## config.mk

```make
export PLATFORM = sky130hd
export DESIGN_NAME = tmr_regbank
export DESIGN_NICKNAME = d
export VERILOG_FILES = /design/src/rtl/tmr_regbank_pkg.sv /design/src/rtl/tmr_bus_decode.sv /design/src/rtl/tmr_ctrl_bank.sv /design/src/rtl/tmr_latch_bank.sv /design/src/rtl/tmr_flag_bank.sv /design/src/rtl/tmr_regbank.sv
export SDC_FILE = /design/constraint.sdc
export NUM_CORES = 1
export LEC_CHECK = 0
export ABC_CLOCK_PERIOD_IN_PS = 1800
export BUFFER_PORTS_ARGS = -buffer_cell sky130_fd_sc_hd__buf_2
export CAP_MARGIN = 0
export CORE_MARGIN = 2
export CORE_UTILIZATION = 45
export DETAILED_ROUTE_END_ITERATION = 8
export PLACE_DENSITY = 0.81
export RECOVER_POWER = 100
export SLEW_MARGIN = 0
export SYNTH_ARGS = -nofsm -noshare
export SYNTH_HDL_FRONTEND = slang
export SYNTH_HIERARCHICAL = 1
export SYNTH_SLANG_ARGS = --single-unit
```

## constraint.sdc

```tcl
create_clock -name clk -period 1.8 [get_ports clk]
set_input_delay 0.09 -clock clk [delete_from_list [all_inputs] [get_ports clk]]
set_output_delay 0.09 -clock clk [all_outputs]
set_load 0.02 [all_outputs]
```

## src/rtl/tmr_regbank_pkg.sv

```systemverilog
package tmr_regbank_pkg;
  localparam int NUM_CH    = 3;   // fixed by the 3-bit select map
  localparam int SEL_W     = 3;
  localparam int HOLD_BIT  = 0;   // internal reset, control byte 1
  localparam int STEER_BIT = 0;   // shared-address steer, control byte 2
  localparam int MASK_BIT  = 6;   // interrupt enable, every control byte

  localparam logic [SEL_W-1:0] SEL_SHARED = 3'd0;
  localparam logic [SEL_W-1:0] SEL_C2     = 3'd1;

  // select of channel c (0-based) high-byte / counter address
  function automatic logic [SEL_W-1:0] sel_hi(input int c);
    return SEL_W'(2 * c + 2);
  endfunction

  // select of channel c (0-based) latch / low-byte address
  function automatic logic [SEL_W-1:0] sel_lo(input int c);
    return SEL_W'(2 * c + 3);
  endfunction
endpackage

```

## src/rtl/tmr_bus_decode.sv

```systemverilog
module tmr_bus_decode
  import tmr_regbank_pkg::*;
(
  input  logic              acc_valid,
  input  logic              acc_wr,
  input  logic [SEL_W-1:0]  acc_sel,
  input  logic              steer,
  output logic [NUM_CH-1:0] wr_ctrl,
  output logic              wr_msb,
  output logic [NUM_CH-1:0] wr_latch,
  output logic              rd_status,
  output logic [NUM_CH-1:0] rd_cnt,
  output logic              rd_lsb,
  output logic              rd_any
);
  logic wr_go, rd_go;
  assign wr_go = acc_valid & acc_wr;
  assign rd_go = acc_valid & ~acc_wr;

  assign wr_ctrl[0] = wr_go & (acc_sel == SEL_SHARED) & steer;
  assign wr_ctrl[1] = wr_go & (acc_sel == SEL_C2);
  assign wr_ctrl[2] = wr_go & (acc_sel == SEL_SHARED) & ~steer;

  assign wr_msb    = wr_go & (acc_sel != '0) & ~acc_sel[0];
  assign rd_status = rd_go & (acc_sel == SEL_C2);
  assign rd_lsb    = rd_go & acc_sel[0] & (|acc_sel[SEL_W-1:1]);
  assign rd_any    = rd_go;

  for (genvar c = 0; c < NUM_CH; c++) begin : g_ch
    assign wr_latch[c] = wr_go & (acc_sel == sel_lo(c));
    assign rd_cnt[c]   = rd_go & (acc_sel == sel_hi(c));
  end
endmodule

```

## src/rtl/tmr_ctrl_bank.sv

```systemverilog
module tmr_ctrl_bank
  import tmr_regbank_pkg::*;
#(
  parameter int DATA_W = 8
) (
  input  logic                     clk,
  input  logic                     rst,
  input  logic [NUM_CH-1:0]        wr_ctrl,
  input  logic [DATA_W-1:0]        wr_data,
  output logic [NUM_CH*DATA_W-1:0] ctrl_q
);
  for (genvar c = 0; c < NUM_CH; c++) begin : g_reg
    localparam logic [DATA_W-1:0] RST_VAL =
      (c == 0) ? DATA_W'(1 << HOLD_BIT) : '0;
    always_ff @(posedge clk) begin
      if (rst)             ctrl_q[c*DATA_W +: DATA_W] <= RST_VAL;
      else if (wr_ctrl[c]) ctrl_q[c*DATA_W +: DATA_W] <= wr_data;
    end
  end
endmodule

```

## src/rtl/tmr_latch_bank.sv

```systemverilog
module tmr_latch_bank
  import tmr_regbank_pkg::*;
#(
  parameter int DATA_W = 8,
  localparam int CNT_W = 2 * DATA_W
) (
  input  logic                    clk,
  input  logic                    rst,
  input  logic                    wr_msb,
  input  logic [NUM_CH-1:0]       wr_latch,
  input  logic [DATA_W-1:0]       wr_data,
  output logic [NUM_CH*CNT_W-1:0] latch_q,
  output logic [NUM_CH-1:0]       latch_wr
);
  logic [DATA_W-1:0] stage_q;

  always_ff @(posedge clk) begin
    if (rst)         stage_q <= '0;
    else if (wr_msb) stage_q <= wr_data;
  end

  always_ff @(posedge clk) begin
    if (rst) latch_wr <= '0;
    else     latch_wr <= wr_latch;
  end

  for (genvar c = 0; c < NUM_CH; c++) begin : g_lat
    always_ff @(posedge clk) begin
      if (rst)              latch_q[c*CNT_W +: CNT_W] <= '1;
      else if (wr_latch[c]) latch_q[c*CNT_W +: CNT_W] <= {stage_q, wr_data};
    end
  end
endmodule

```

## src/rtl/tmr_flag_bank.sv

```systemverilog
module tmr_flag_bank
  import tmr_regbank_pkg::*;
(
  input  logic              clk,
  input  logic              hold,
  input  logic [NUM_CH-1:0] time_out,
  input  logic [NUM_CH-1:0] cnt_init,
  input  logic [NUM_CH-1:0] wr_latch,
  input  logic              rd_status,
  input  logic [NUM_CH-1:0] rd_cnt,
  input  logic [NUM_CH-1:0] mask,
  output logic [NUM_CH-1:0] flag_q,
  output logic              composite
);
  logic [NUM_CH-1:0] armed_q;

  for (genvar c = 0; c < NUM_CH; c++) begin : g_flag
    logic clr;
    assign clr = wr_latch[c] | cnt_init[c] | (rd_cnt[c] & armed_q[c]);
    always_ff @(posedge clk) begin
      if (hold) begin
        flag_q[c]  <= 1'b0;
        armed_q[c] <= 1'b0;
      end else if (time_out[c]) begin
        // a new time-out wins over any clear in the same cycle
        flag_q[c]  <= 1'b1;
        if (rd_cnt[c]) armed_q[c] <= 1'b0;
      end else if (clr) begin
        flag_q[c]  <= 1'b0;
        armed_q[c] <= 1'b0;
      end else if (rd_status & flag_q[c]) begin
        armed_q[c] <= 1'b1;
      end
    end
  end

  assign composite = |(flag_q & mask);
endmodule

```

## src/rtl/tmr_regbank.sv

```systemverilog
module tmr_regbank
  import tmr_regbank_pkg::*;
#(
  parameter int DATA_W = 8,
  localparam int CNT_W = 2 * DATA_W
) (
  input  logic                     clk,
  input  logic                     rst,
  input  logic                     acc_valid,
  input  logic                     acc_wr,
  input  logic [SEL_W-1:0]         acc_sel,
  input  logic [DATA_W-1:0]        wr_data,
  output logic [DATA_W-1:0]        rd_data,
  input  logic [NUM_CH-1:0]        time_out,
  input  logic [NUM_CH-1:0]        cnt_init,
  input  logic [NUM_CH*CNT_W-1:0]  cnt_val,
  output logic [NUM_CH*DATA_W-1:0] ctrl_out,
  output logic [NUM_CH*CNT_W-1:0]  latch_out,
  output logic [NUM_CH-1:0]        latch_wr,
  output logic                     irq_n
);
  logic [NUM_CH-1:0] wr_ctrl, wr_latch, rd_cnt, flags, mask;
  logic              wr_msb, rd_status, rd_lsb, rd_any, composite, hold;
  logic [DATA_W-1:0] lsb_q, rd_next, lsb_next, status_byte;

  tmr_bus_decode u_dec (
    .acc_valid (acc_valid),
    .acc_wr    (acc_wr),
    .acc_sel   (acc_sel),
    .steer     (ctrl_out[DATA_W + STEER_BIT]),
    .wr_ctrl   (wr_ctrl),
    .wr_msb    (wr_msb),
    .wr_latch  (wr_latch),
    .rd_status (rd_status),
    .rd_cnt    (rd_cnt),
    .rd_lsb    (rd_lsb),
    .rd_any    (rd_any)
  );

  tmr_ctrl_bank #(.DATA_W(DATA_W)) u_ctrl (
    .clk     (clk),
    .rst     (rst),
    .wr_ctrl (wr_ctrl),
    .wr_data (wr_data),
    .ctrl_q  (ctrl_out)
  );

  tmr_latch_bank #(.DATA_W(DATA_W)) u_lat (
    .clk      (clk),
    .rst      (rst),
    .wr_msb   (wr_msb),
    .wr_latch (wr_latch),
    .wr_data  (wr_data),
    .latch_q  (latch_out),
    .latch_wr (latch_wr)
  );

  for (genvar c = 0; c < NUM_CH; c++) begin : g_mask
    assign mask[c] = ctrl_out[c*DATA_W + MASK_BIT];
  end

  assign hold = rst | ctrl_out[HOLD_BIT];

  tmr_flag_bank u_flag (
    .clk       (clk),
    .hold      (hold),
    .time_out  (time_out),
    .cnt_init  (cnt_init),
    .wr_latch  (wr_latch),
    .rd_status (rd_status),
    .rd_cnt    (rd_cnt),
    .mask      (mask),
    .flag_q    (flags),
    .composite (composite)
  );

  always_comb begin
    status_byte             = '0;
    status_byte[DATA_W-1]   = composite;
    status_byte[NUM_CH-1:0] = flags;
  end

  always_comb begin
    rd_next  = rd_data;
    lsb_next = lsb_q;
    if (rd_any)    rd_next = '0;
    if (rd_status) rd_next = status_byte;
    if (rd_lsb)    rd_next = lsb_q;
    for (int c = 0; c < NUM_CH; c++) begin
      if (rd_cnt[c]) begin
        rd_next  = cnt_val[c*CNT_W + DATA_W +: DATA_W];
        lsb_next = cnt_val[c*CNT_W +: DATA_W];
      end
    end
  end

  always_ff @(posedge clk) begin
    if (rst) begin
      rd_data <= '0;
      lsb_q   <= '0;
    end else begin
      rd_data <= rd_next;
      lsb_q   <= lsb_next;
    end
  end

  assign irq_n = ~composite;
endmodule

```

* After elaboration in Yosys (flattened, before gate mapping) *
Index checks and enable logic that the tools add are counted.

cells by class
  equality and inequality tests = 10
  multiplexer cells = 27
  bitwise operators = 35
  reduce and logical (&&, ||, !) cells = 15

operator list
  cell                                                  number
  2-to-1 mux 8 bit                                      9
  bitwise AND 1 bit                                     23
  2-to-1 mux 1 bit                                      18
  nonzero test 3 bit                                    5
  equality test 3 bit (second input constant)           4
  OR 1 bit                                              7
  equality test 3 x 2 -> 1 bit (second input constant)  2
  != test 2 x 1 -> 1 bit (second input constant)        3
  AND reduction 2 bit                                   3
  nonzero test 2 bit                                    3
  nonzero test 6 bit                                    1
  NOT 1 bit                                             4
  bitwise AND 3 bit                                     1
  equality test 3 x 1 -> 1 bit (second input constant)  1
  zero test 3 bit                                       1
  OR reduction 3 bit                                    1
  OR reduction 2 bit                                    1

storage, ports and cells
  register bits after elaboration = 105
  input port bits = 69
  output and inout port bits = 84
  logic and storage cells = 103

* Logic depth before layout (Yosys ltp) *
Gate-level depths: netlist of the first run.

  word-level depth = 8
  gate-level depth with buffers = 10
  gate-level depth less buffers = 7

* Cells and area by module *
Netlist of the first run, hierarchy kept.

by module, submodules not included
  module          instances  cells each  area an instance (µm²)  sequential area each (µm²)
  tmr_latch_bank  1          191         2160.8                  1181.1
  tmr_regbank     1          134         963.4                   320.3
  tmr_ctrl_bank   1          77          858.3                   480.5
  tmr_flag_bank   1          33          290.3                   120.1
  tmr_bus_decode  1          21          160.2                   0.0

* Worst setup path before layout of the first run *
No wires, ideal clock.

  kind = input-to-reg
  start point = input acc_sel[0]
  end point = register rd_data[2]
  library setup time = 88 ps
  arrival time = 1890 ps
  data required time = 1712 ps
  path slack = -179 ps
  cell stages on the path = 8
  buffers on the path = 4
  cell sequence = buf_2 > and4b_1 > or3_1 > buf_2 > or4_1 > buf_2 > buf_6 > a311oi_2

between the ends
  elaborated cells on any way between the ends = 16
  those cells by class = eq/ne (4); mux (5); bitwise (6); reduce/logical (1)

RTL lines
  item                                                                     line                  source
  from (decl)                                                              tmr_regbank.sv:11     input logic [SEL_W-1:0] acc_sel,
  equality test 3 bit (*)                                                  tmr_bus_decode.sv:31  assign rd_cnt[c] = rd_go & (acc_sel == sel_hi(c));
  bitwise AND 1 bit (*)                                                    tmr_bus_decode.sv:31
  net rd_cnt[2]                                                            tmr_regbank.sv:22     logic [NUM_CH-1:0] wr_ctrl, wr_latch, rd_cnt, flags, mask;
  nonzero test 6 bit (no line) / 2-to-1 mux 8 bit (equally long branches)  n/a
  to (signal assigned)                                                     tmr_regbank.sv:102    rd_data <= rd_next;
  to (decl)                                                                tmr_regbank.sv:13     output logic [DATA_W-1:0] rd_data,

The timed path passes the listed nets; every way through them passes the cells marked *.
A chain may end at the register's enable or synchronous reset.

* Worst setup path after layout of the first run *
  start point = input acc_valid
  end point = register u_lat.latch_q[30]

between the ends
  cells in the longest elaborated chain, start to end = 2

RTL lines
  item                             line                  source
  from (decl)                      tmr_regbank.sv:9      input logic acc_valid,
  bitwise AND 1 bit                tmr_bus_decode.sv:17  assign wr_go = acc_valid & acc_wr;
  bitwise AND 1 bit                tmr_bus_decode.sv:30  assign wr_latch[c] = wr_go & (acc_sel == sel_lo(c));
  net wr_latch[1]                  tmr_regbank.sv:22
  to (signal, indexed assignment)  tmr_latch_bank.sv:30  else if (wr_latch[c]) latch_q[c*CNT_W +: CNT_W] <= {stage_q, wr_data};
  to (decl)                        tmr_latch_bank.sv:12  output logic [NUM_CH*CNT_W-1:0] latch_q,

The timed path passes the listed nets, and every way through them passes these cells.

==> results of run 1 <==
## state kept, by name, indices dropped and copies added (netlist names)
name	flops
u_ctrl/ctrl_q	24
lsb_q	8
rd_data	8
u_flag/armed_q	3
u_lat/latch_wr	3
u_lat/latch_q	48
u_lat/stage_q	8
u_flag/flag_q	3
## critical path, cell delays in order
cell	delay, ps
clkbuf_1	160
clkbuf_1	230
nand3_1	160
nor2_1	270
clkbuf_2	580
nor2b_1	100
a211o_1	240
## layer usage
metal	up-vias	global-route usage (%)
met1	1799	26.9
met2	138	36.8
met5	-	0
met3	18	5.17
li1	1906	-
met4	0	8.50
## cells in the final DEF (no fill, tap or decap), types with 8 or more instances in the layout
cell type  Yosys  layout
nor2b_1       52      52
nor2_1        57      58
nor3_1         9       9
dfxtp_1      105     105
inv_1         10      11
clkbuf_8       0      10
mux2i_1       31      31
buf_2         14      65
a211o_1       50      50
nand2_1       20      20
o22ai_1       12      12
a21oi_1       12      12
clkbuf_1      10      91
o21a_1         8       8
buf_4          3      13
## area by class of cell
class | instances | area share, %
clock inverter | 5 | 0.997
sequential | 105 | 39.0
inverter | 11 | 0.765
timing repair buffer | 176 | 15.7
clock buffer | 11 | 2.62
tap | 133 | 3.09
multi-input combinational | 303 | 37.9
## per-stage QoR
step           setup WS, ps  cell area, um2  utilization (%)
3_5_place_dp          -66.6            5350             55.3
4_1_cts                 304            5580             57.6
6_report                207            5390             55.7
3_3_place_gp           39.0            5350             55.3
5_1_grt                 118            5390             55.7
2_1_floorplan         -95.7            4460                -
## path summary, 6_finish.rpt
kind | startpoint | to
setup / recovery | acc_valid | u_lat/latch_q[30]$_SDFFE_PP1P_
hold / removal | cnt_val[41] | rd_data[1]$_SDFFE_PP0P_
setup reg to reg | u_ctrl/ctrl_q[8]$_SDFFE_PP0P_ | u_ctrl/ctrl_q[23]$_SDFFE_PP0P_
hold reg to reg | u_ctrl/ctrl_q[11]$_SDFFE_PP0P_ | u_ctrl/ctrl_q[11]$_SDFFE_PP0P_
## cells by family (layout without fill, tap and decap cells)
| logic type | count (synthesis) | in the layout |
|---|---|---|
| AND/OR/NAND/NOR | 162 | 162 |
| multiplexers | 31 | 31 |
| AO/OA/AOI/OAI | 110 | 110 |
| flip-flops | 105 | 105 |
| buffers and inverters | 48 | 203 |
## repair_timing
action	CTS	global route
hold buffers	3	0
buffers inserted	0	0
endpoints found under the hold margin	6	0
## power breakdown
part	leakage, nW	switching, W	internal, W	total (W)
clock	0.103	0.000775	0.000681	0.00146
combinational	1.06	0.000279	0.000182	0.000462
sequential	0.853	0.0000363	0.00238	0.00242
==> metrics.yaml, run 1 <==
grt:
  grt_overflow: 0
  antenna_found_initial: 0
  grt_usage_pct: 21.8
  grt_pass1_vias: 3693
  grt_max_degree: 100
  grt_first_pass_wirelength_um: 17900
routing:
  met1_length_um: 4970
  drc: 0
  topRoutingLayerUsed: "met4"
  drt_wl_total_um: 11700
  ant_nets: 0
  drtIter0Drc: 121
  dr_wl_met2_um: 5730
  dr.pass1.iters: 5
  wl_met3_um: 776
  vias_per_cell: 5.19
  vias: 3861
  avgRoutedWirePerCell_um: 15.8
setup_path:
  reg2regPathDepth: 4
  start_kind: "primary input"
  cp.arrival_ps: 1840
  crit_fanout: 33
  critPathKind: "primary input to register"
  endpoint_kind: "register"
  r2r_slack_ps: 290
  cp_data_required_time_ps: 2040
placed_design:
  gp_congestion: 0.879
  numPortBuffers: 152
  dp_hpwl_um: 8380
  dp.cells: 725
final_layout:
  layout.nets: 675
  area_delta_synth_final_pct: 21.7
  register_area_um2: 2100
  nFillCells: 931
  antenna_cells: 0
  fin_cells: 744
  drive_above_1_share_pct: 18.2
  multi_input_area_um2: 2040
logic_synthesis:
  synth.distinct_cells: 41
  netlist_top_cells_area: "dfxtp_1 (47%), a211o_1 (9.9%), nor2b_1 (7.3%), mux2i_1 (7.0%), nor2_1 (4.8%)"
  synth_fp_nets: 525
  synth_common_cells: "dfxtp_1 (105), nor2_1 (57), nor2b_1 (52)"
  synth_top_family_by_area: "compound AO/OA/AOI/OAI gates"
  synth_xor_area_share_pct: 0
  synthFlopType: "dfxtp_1"
  synth-seq-cells: 105
  synth-simple-area-share_pct: 19.6
  synth_compound_area_share_pct: 19.6
  synth-edff-count: 0
  yosys_warnings: 6
  synth_area_um2: 4430
  syn_avg_cell_area_um2: 9.72
  yosysSeqAreaShare_pct: 47.4
  synth_cells: 456
  synth-adder-area-share_pct: 0
  yosysMostFrequentCell: "dfxtp_1"
  synth_mux_area_share_pct: 7.00
  async_flop_share_pct: 0
  yosys.area.top_type: "dfxtp_1"
  synth_top_area_share_pct: 47.4
power:
  p_leak_nw: 2.01
  ir_drop_uv: 485
  power_w: 0.00434
  power_density_nw_per_um2: 804
sta:
  drv_slew: 0
  worstMarginPinSlew_ps: 687
  holdWs_ps: 16.2
  finalClockSkew_ps: 9.43
  fin_setup_tns_ps: 0
  period_needed_ps: 1590
  timing.slew.headroom_pct: 54.2
  setup_violations: 0
  period_share_pct: 88.5
  rsz0062_at_grt: "false"
  hold_violations: 0
  timing.fmax_mhz: 628
clocking:
  cts_tree: "built"
  clock_tree.buffer_depth: 2
  cts_repair_resize_count: 0
  clk_latency_ps: 350
  cts_sinks: 105
  path_clk_slew_ps: 100
  numCtsBuffers: 9
  clock-root-buffer: "clkbuf_8"
  htree_levels: 3
hold_path:
  hold_path_depth: 3
  hp-class: "primary input to register"
floorplan:
  start_util_pct: 45.8
  io-pin-count: 153
  die-area_um2: 10700
  die_w_um: 103
  core-area_um2: 9680
  rows: 36
  die_y_um: 103
run_status:
  status: "complete, no violations"
run:
  maxCapViolations: 0
(Power assumes the default switching activity.)
==> run 2: changes to the inputs <==
--- a/config.mk
+++ b/config.mk
@@ -8,7 +8,7 @@
 export ABC_CLOCK_PERIOD_IN_PS = 1800
 export BUFFER_PORTS_ARGS = -buffer_cell sky130_fd_sc_hd__buf_2
 export CAP_MARGIN = 0
-export CORE_MARGIN = 2
+export CORE_MARGIN = 10
 export CORE_UTILIZATION = 45
 export DETAILED_ROUTE_END_ITERATION = 8
 export PLACE_DENSITY = 0.81
==> run 2 against run 1 <==
Against the previous run:
- design area is 0.79% lower
- final cell count increased by 0.13%
- sequential power barely moved
- flip-flop and latch count unchanged
- first-iteration DRC count is 89% higher
- critical path type is now register to output port
- largest cell class unchanged
- sequential share of layout area increased by 0.31 points
- routed wire length rose by 11%
- worst setup slack got worse by 11 ps
- maximum frequency shrank 0.67%
- register-to-register slack got worse by 30 ps
- combinational power is essentially flat
- via count shrank 0.65%
==> metrics.yaml, run 2 (synthesis gave the netlist of run 1 again) <==
clocking:
  cts_sinks: 105
  clock_tree.buffer_depth: 2
  cts_repair_resize_count: 0
  clk_latency_ps: 360
  cts_tree: "built"
  clock-root-buffer: "clkbuf_8"
  htree_levels: 3
  cts_setup_buffers: 0
  path_clk_slew_ps: 90
  postCtsHoldBufs: 3
  numCtsBuffers: 9
grt:
  grt_first_pass_wirelength_um: 20400
  antenna_found_initial: 0
  grt_max_degree: 41
  grt_pass1_vias: 3977
  grt_usage_pct: 17.5
  grt_overflow: 0
final_layout:
  nFillCells: 932
  layout_commonest_cell: "dfxtp_1"
  drive_above_1_share_pct: 18.8
  fin_area_um2: 5350
  largest_register_ffs: 48
  top_regs: "u_lat/latch_q: 48 flops, u_ctrl/ctrl_q: 24 flops"
  area_delta_synth_final_pct: 20.7
  layout.nets: 677
  largest-register: "u_lat/latch_q"
  antenna_cells: 0
  layout_common_cells: "dfxtp_1 (105), clkbuf_1 (90), buf_2 (66)"
setup_path:
  crit_fanout: 3
  endpoint_kind: "output port"
  cp.arrival_ps: 1510
  critPathKind: "register to output port"
  cp_data_required_time_ps: 1710
  start_kind: "register"
routing:
  ant_nets: 0
  vias: 3836
  drc: 0
  drtIter0Drc: 229
  avgRoutedWirePerCell_um: 17.4
  drt_wl_total_um: 13000
  dr.pass1.iters: 4
  vias_per_cell: 5.15
sta:
  timing.fmax_mhz: 623
  drv_slew: 0
  rsz0062_at_grt: "false"
  setup_violations: 0
  finalClockSkew_ps: 6.58
  setup_slack_ps: 196
  worstMarginPinSlew_ps: 715
  hold_violations: 0
  period_share_pct: 89.1
  period_needed_ps: 1600
  fin_setup_tns_ps: 0
  holdWs_ps: 26.8
  timing.slew.headroom_pct: 52.3
placed_design:
  pre_cts_slack_ps: -27.8
  dp_hpwl_um: 9720
  gp_congestion: 0.849
  dpl_cell_area_um2: 5350
  numPortBuffers: 152
floorplan:
  die_w_um: 119
  start_util_pct: 45.8
  core-area_um2: 9680
  die_y_um: 119
  io-pin-count: 153
  die-area_um2: 14200
  rows: 36
hold_path:
  hp-class: "primary input to register"
power:
  power_w: 0.00422
  ir_drop_uv: 625
  power_density_nw_per_um2: 789
  p_leak_nw: 1.99
run:
  maxCapViolations: 0
run_status:
  status: "complete, no violations"
run 2: per-layer routing:
metal  share of wire, %  up-vias  global-route usage (%)
li1                   -     1903                       -
met1                 42     1794                    19.5
met2                 49      122                    30.5
met3                7.2       17                    6.14
met4                1.7        0                    5.65
met5                  0        -                       0
run 2: final cells by class:
type                    count  area, um2  area share, %
clock buffers              11        151           2.83
clock inverters             4       27.5          0.514
inverters                  11       41.3          0.772
multi-input cells         303       2030           37.9
flip-flops and latches    105       2100           39.3
well taps                 133        166           3.11
repair buffers            178        833           15.6
run 2: stage by stage:
| stage | cells | utilization [%] |
|---|---|---|
| floorplan | 456 | - |
| global placement | 727 | 55.3 |
| detailed placement | 727 | 55.3 |
| CTS | 745 | 57.4 |
| global route | 745 | 55.3 |
| finish | 745 | 55.3 |
run 2: critical path: stages (launching register included):
cell and delay (ps):
dfxtp_1 350, a222oi_1 370, inv_1 140, inv_1 70, clkbuf_1 230
run 2: power breakdown:
| part | internal (W) | switching, W | total, W |
|---|---|---|---|
| clock | 0.000575 | 0.000769 | 0.00134 |
| sequential | 0.00238 | 0.0000359 | 0.00242 |
| combinational | 0.000179 | 0.000282 | 0.000462 |
| total | 0.00314 | 0.00109 | 0.00422 |
run 2: final timing paths:
path	slack [ps]	from	depth (start not counted)	to
worst max-delay path	200	u_ctrl/ctrl_q[22]$_SDFFE_PP0P_	4	irq_n
worst min-delay path	30	cnt_val[40]	3	rd_data[0]$_SDFFE_PP0P_
worst max register to register	260	u_ctrl/ctrl_q[8]$_SDFFE_PP0P_	4	u_ctrl/ctrl_q[16]$_SDFFE_PP0P_
worst min register to register	500	lsb_q[4]$_SDFFE_PP0P_	2	lsb_q[4]$_SDFFE_PP0P_
